===== src/rtl/swb_pkg.sv =====
`timescale 1ns/1ps
package swb_pkg;

    localparam int CH_PER_GRP  = 8;
    localparam int PAR_PER_GRP = 4;

    typedef enum logic [1:0] {
        DG_SHORT_GND = 2'b00,
        DG_OPEN_LOAD = 2'b01,
        DG_OVERLOAD  = 2'b10,
        DG_NORMAL    = 2'b11
    } diag_e;

    typedef enum logic {
        MIX_OR  = 1'b0,
        MIX_AND = 1'b1
    } mix_e;

    typedef struct packed {
        logic cmd;     // command after mixing
        logic uv;      // supply undervoltage
        logic ot;      // overtemperature
        logic oc_hi;   // above upper current threshold
        logic oc_lo;   // above lower current threshold
        logic sg;      // short to ground
        logic ol;      // open load
        logic clr;     // read of this channel's diagnosis word
    } ch_in_t;

    function automatic bit ch_has_par(input int ch);
        return (ch % CH_PER_GRP) < PAR_PER_GRP;
    endfunction

    function automatic int ch_par_idx(input int ch);
        return (ch / CH_PER_GRP) * PAR_PER_GRP + (ch % CH_PER_GRP);
    endfunction

    function automatic logic mix_cmd(input mix_e m, input logic s, input logic p);
        return (m == MIX_AND) ? (s & p) : (s | p);
    endfunction

    function automatic diag_e encode_diag(input logic ovl, input logic sg, input logic ol);
        if (ovl)     return DG_OVERLOAD;
        else if (sg) return DG_SHORT_GND;
        else if (ol) return DG_OPEN_LOAD;
        else         return DG_NORMAL;
    endfunction

endpackage


===== src/rtl/swb_mix_mode.sv =====
`timescale 1ns/1ps
module swb_mix_mode
    import swb_pkg::*;
(
    input  logic clk,
    input  logic rst,
    input  logic wr,
    input  logic val,
    output mix_e mode
);

    always_ff @(posedge clk) begin
        if (rst)     mode <= MIX_OR;
        else if (wr) mode <= mix_e'(val);
    end

endmodule


===== src/rtl/swb_channel.sv =====
`timescale 1ns/1ps
module swb_channel
    import swb_pkg::*;
(
    input  logic   clk,
    input  logic   rst,
    input  ch_in_t cin,
    output logic   gate,
    output diag_e  code
);

    logic oc_q, ovl_q, sg_q;
    logic oc_d, ovl_d, sg_d;

    always_comb begin
        // hysteresis: set above upper, clear below lower, hold between
        if (cin.oc_hi)      oc_d = 1'b1;
        else if (!cin.oc_lo) oc_d = 1'b0;
        else                oc_d = oc_q;
        // sticky reports; a live condition beats the read clear
        ovl_d = oc_d | cin.ot | (ovl_q & ~cin.clr);
        sg_d  = cin.sg | (sg_q & ~cin.clr);
    end

    always_ff @(posedge clk) begin
        if (rst) begin
            oc_q  <= 1'b0;
            ovl_q <= 1'b0;
            sg_q  <= 1'b0;
            gate  <= 1'b0;
            code  <= DG_NORMAL;
        end else begin
            oc_q  <= oc_d;
            ovl_q <= ovl_d;
            sg_q  <= sg_d;
            gate  <= cin.cmd & ~cin.ot & ~cin.uv;
            code  <= encode_diag(ovl_d, sg_d, cin.ol);
        end
    end

endmodule


===== src/rtl/swb_fault_merge.sv =====
`timescale 1ns/1ps
module swb_fault_merge
    import swb_pkg::*;
#(
    parameter int N_CH = 16
) (
    input  logic [2*N_CH-1:0] codes,
    output logic              fault_n
);

    logic [N_CH-1:0] bad;

    for (genvar i = 0; i < N_CH; i++) begin : g_bad
        assign bad[i] = (codes[2*i +: 2] != DG_NORMAL);
    end

    assign fault_n = ~|bad;

endmodule


===== src/rtl/switch_bank_ctrl.sv =====
`timescale 1ns/1ps
module switch_bank_ctrl
    import swb_pkg::*;
#(
    parameter  int N_CH  = 16,
    localparam int N_GRP = N_CH / CH_PER_GRP,
    localparam int N_PAR = N_GRP * PAR_PER_GRP,
    localparam int GRP_W = (N_GRP > 1) ? $clog2(N_GRP) : 1
) (
    input  logic              clk,
    input  logic              rst,
    input  logic [N_CH-1:0]   spi_cmd,
    input  logic [N_PAR-1:0]  par_in,
    input  logic              mode_wr,
    input  logic              mode_val,
    input  logic              uv_flag,
    input  logic [N_CH-1:0]   ot_flag,
    input  logic [N_CH-1:0]   oc_hi,
    input  logic [N_CH-1:0]   oc_lo,
    input  logic [N_CH-1:0]   sg_flag,
    input  logic [N_CH-1:0]   ol_flag,
    input  logic              diag_rd,
    input  logic [GRP_W-1:0]  diag_grp,
    output logic [N_CH-1:0]   gate_en,
    output logic [2*N_CH-1:0] diag_code,
    output logic              fault_n
);

    mix_e mode_q;
    logic mode_and;

    swb_mix_mode u_mode (
        .clk  (clk),
        .rst  (rst),
        .wr   (mode_wr),
        .val  (mode_val),
        .mode (mode_q)
    );

    assign mode_and = (mode_q == MIX_AND);

    for (genvar i = 0; i < N_CH; i++) begin : g_ch
        logic   cmd_w;
        ch_in_t cin;
        diag_e  code_w;

        if (ch_has_par(i)) begin : g_mix
            assign cmd_w = mix_cmd(mode_q, spi_cmd[i], par_in[ch_par_idx(i)]);
        end else begin : g_direct
            assign cmd_w = spi_cmd[i];
        end

        assign cin = '{
            cmd:   cmd_w,
            uv:    uv_flag,
            ot:    ot_flag[i],
            oc_hi: oc_hi[i],
            oc_lo: oc_lo[i],
            sg:    sg_flag[i],
            ol:    ol_flag[i],
            clr:   diag_rd && (int'(diag_grp) == (i / CH_PER_GRP))
        };

        swb_channel u_chan (
            .clk  (clk),
            .rst  (rst),
            .cin  (cin),
            .gate (gate_en[i]),
            .code (code_w)
        );

        assign diag_code[2*i +: 2] = code_w;
    end

    swb_fault_merge #(.N_CH(N_CH)) u_fault (
        .codes   (diag_code),
        .fault_n (fault_n)
    );

endmodule


===== config.mk =====
export PLATFORM = sky130hd
export DESIGN_NAME = switch_bank_ctrl
export DESIGN_NICKNAME = d
export VERILOG_FILES = /design/src/rtl/swb_pkg.sv /design/src/rtl/swb_mix_mode.sv /design/src/rtl/swb_channel.sv /design/src/rtl/swb_fault_merge.sv /design/src/rtl/switch_bank_ctrl.sv
export SDC_FILE = /design/constraint.sdc
export NUM_CORES = 1
export LEC_CHECK = 0
export BUFFER_PORTS_ARGS = -buffer_cell sky130_fd_sc_hd__buf_2
export CORE_ASPECT_RATIO = 0.9
export CORE_MARGIN = 2
export CORE_UTILIZATION = 43
export CTS_BUF_LIST = sky130_fd_sc_hd__clkbuf_4 sky130_fd_sc_hd__clkbuf_8
export DETAILED_ROUTE_END_ITERATION = 8
export PLACE_DENSITY = 0.81
export SLEW_MARGIN = 20
export SYNTH_ARGS = -nofsm -noshare
export SYNTH_HDL_FRONTEND = slang
export SYNTH_SLANG_ARGS = --single-unit

===== constraint.sdc =====
create_clock -name clk -period 0.9 [get_ports clk]
set_input_delay 0.045 -clock clk [delete_from_list [all_inputs] [get_ports clk]]
set_output_delay 0.045 -clock clk [all_outputs]
set_load 0.05 [all_outputs]

==> flow_summary.ini <==
[place]
hpwl_mm = 6.75
dp_slack_ns = -0.537
port-buffer-count = 159
globalplace.congestion = 0.798

[worst_setup_path]
cp_data_arrival_time_ns = 1.67
cp-end-kind = output pin
path_class = reg -> out
crit_fanout = 2
critPathLaunchType = flop
cp.required_ns = 0.85

[cells_and_area]
multiInputGateArea_um2 = 1480
drive_above_1_share = 0.528
antenna_cells = 0
syn_to_final_growth_pct = 77.3
seqCellArea_um2 = 2070
fin_nets = 682
fillCellCount = 483

[grt]
gr-usage-all-layers = 0.251
antenna_found_initial = 0
grt_max_degree = 43
grt_pass1_vias = 3629
grt.overflow.total = 0
grt_pass1_wl_mm = 17.0

[clocking]
cts_max_level = 3
cts_tree = yes
root_buffer = clkbuf_8
clock_latency_ns = 0.35
cts_hold_buf = 75
clock_sinks = 97
cts_buffer_depth = 2
path_clk_slew_ns = 0.09
numCtsBuffers = 9

[detailed_routing]
firstDrtPassIters = 4
drt-wirelength-per-cell_um = 18.0
drc = 0
drt_iter0_markers = 107
vias_per_cell = 5.17
drt.antenna.violating_nets = 0
vias = 3489
drt-total-wl_mm = 12.1

[yosys]
syn_area_um2 = 3460
yosysWarnings = 0
synth_cell_types = 24
avgSynthCellArea_um2 = 10.5
synth-seq-cells = 97
synth_nets = 441
yosysSeqAreaShare = 0.561
postSynthCellCount = 330

[sta]
clock-skew-final_ns = 0.0119
max_slew_margin = 0.827
holdWs_ns = -0.0718
setup_viol = 41
worst_pin_slew_ns = 0.259
rsz0062_at_grt = true
period_share = 1.91
min_period_ns = 1.72
fmax_ghz = 0.583
final.setup.tns_ns = -2.37
hold_violations = 2
layout_setup_ws_ns = -0.817
drv_slew = 0

[floorplanning]
std_cell_rows = 31
core_area_um2 = 7950
dieArea_um2 = 8790
die_x_um = 98.6
initial_core_util = 0.436
fp.dieH_um = 89.1
ioPinCount = 160

[hold_path]
hold_path.class = in -> reg

[flow_run]
cap_violations = 0

[run_status]
status = finished with violations
violations = hold timing, setup timing

[pwr]
power_density_nw_per_um2 = 1550
finalPower_mw = 9.52
ir_worst_vdd_uv = 999
p_leak_nw = 2.69
-- cells in the mapped netlist --
master / number / area, um2
nor2b_1: 15 / 93.8
nand4_1: 8 / 50.1
mux2i_1: 1 / 10.0
nand2_1: 17 / 63.8
nand4b_1: 8 / 70.1
nor3b_1: 5 / 37.5
or4_1: 2 / 15.0
a21oi_1: 34 / 170
a211oi_1: 5 / 37.5
a21o_1: 15 / 113
nand3b_1: 8 / 60.1
a211oi_2: 10 / 125
o21bai_1: 8 / 60.1
a31o_2: 8 / 70.1
clkbuf_1: 8 / 30.0
or2_1: 1 / 6.26
buf_2: 4 / 20.0
buf_4: 16 / 120
buf_6: 4 / 45.0
dfxtp_1: 97 / 1940
nor2_1: 35 / 131
nand2b_1: 1 / 6.26
a211o_1: 17 / 149
nor3b_2: 3 / 37.5
-- flip-flops by register name (all words and copies together), names as in the netlist --
signal             flops
g_ch.u_chan.gate      16
g_ch.u_chan.sg_q      16
g_ch.u_chan.oc_q      16
g_ch.u_chan.ovl_q     16
g_ch.u_chan.code      32
u_mode.mode            1
-- metrics by stage --
| step | hold WS, ns | std cells | area (um2) | utilization |
|---|---|---|---|---|
| after floorplan | 0.116 | 330 | 3600 | - |
| after global placement | 0.227 | 577 | 4510 | 0.567 |
| after detailed placement | 0.230 | 577 | 4510 | 0.567 |
| after CTS | -0.0882 | 668 | 5960 | 0.750 |
| after global routing | -0.0755 | 675 | 6140 | 0.772 |
| final | -0.0718 | 675 | 6140 | 0.772 |
-- worst paths after layout --
path	from	end	slack (ns)	depth (start not counted)
worst min register to register	g_ch[3].u_chan.oc_q	g_ch[3].u_chan.oc_q	0.50	2
worst min-delay path	oc_hi[3]	g_ch[3].u_chan.oc_q	-0.07	3
worst max-delay path	g_ch[5].u_chan.code[0]	fault_n	-0.82	4
worst max register to register	g_ch[8].u_chan.oc_q	g_ch[8].u_chan.code[1]	-0.09	3
-- metal layers --
metal,vias up,track usage,wire [um]
li1,1643,-,-
met2,150,0.507,6630
met5,-,0,0
met4,0,0.0859,399
met3,34,0.0782,761
met1,1662,0.244,4340
-- cell families (layout without fill, tap and decap cells) --
logic type      after synthesis  count (layout)  share of synthesized area
simple gates                103             103                      0.165
flops                        97              97                      0.561
compound gates               97              97                      0.209
mux                           1               1                    0.00289
buf+inv                      32             278                     0.0621
-- cells in the final DEF, fill, tap and decap left out, types with 9 or more instances in the layout --
cell type,count
buf_2,109
dlygate4sd3_1,75
dfxtp_1,43
buf_8,40
nor2_1,34
dfxtp_2,29
buf_4,26
a21oi_1,25
dfxtp_4,25
nand2_1,17
a211o_1,17
a21o_1,15
a211oi_2,11
clkbuf_8,10
a21oi_2,9
-- where the power goes --
| part | internal [mW] | switching (mW) |
|---|---|---|
| Combinational | 1.02 | 0.978 |
| Clock | 1.49 | 1.36 |
| Sequential | 4.52 | 0.158 |
| Total | 7.02 | 2.50 |
-- cell type report --
| cell class | instances | area share |
|---|---|---|
| sequential | 97 | 0.337 |
| timing repair buffer | 262 | 0.368 |
| tap | 99 | 0.0202 |
| clock buffer | 14 | 0.0273 |
| clock inverter | 2 | 0.00591 |
| multi-input combinational | 201 | 0.241 |
-- worst max-delay path, cell delays in order, from the launching register on --
cell	delay, ns
dfxtp_2	0.36
nand4_1	0.11
or4_4	0.57
nor2_4	0.14
buf_8	0.15
-- what timing repair did --
item	4_1_cts	5_1_grt
buffers inserted	0	9
setup endpoints to repair	104	92
gates resized for setup	155	38
pin swaps	25	14
endpoints found under the hold margin	63	2
(Power assumes the default switching activity.)
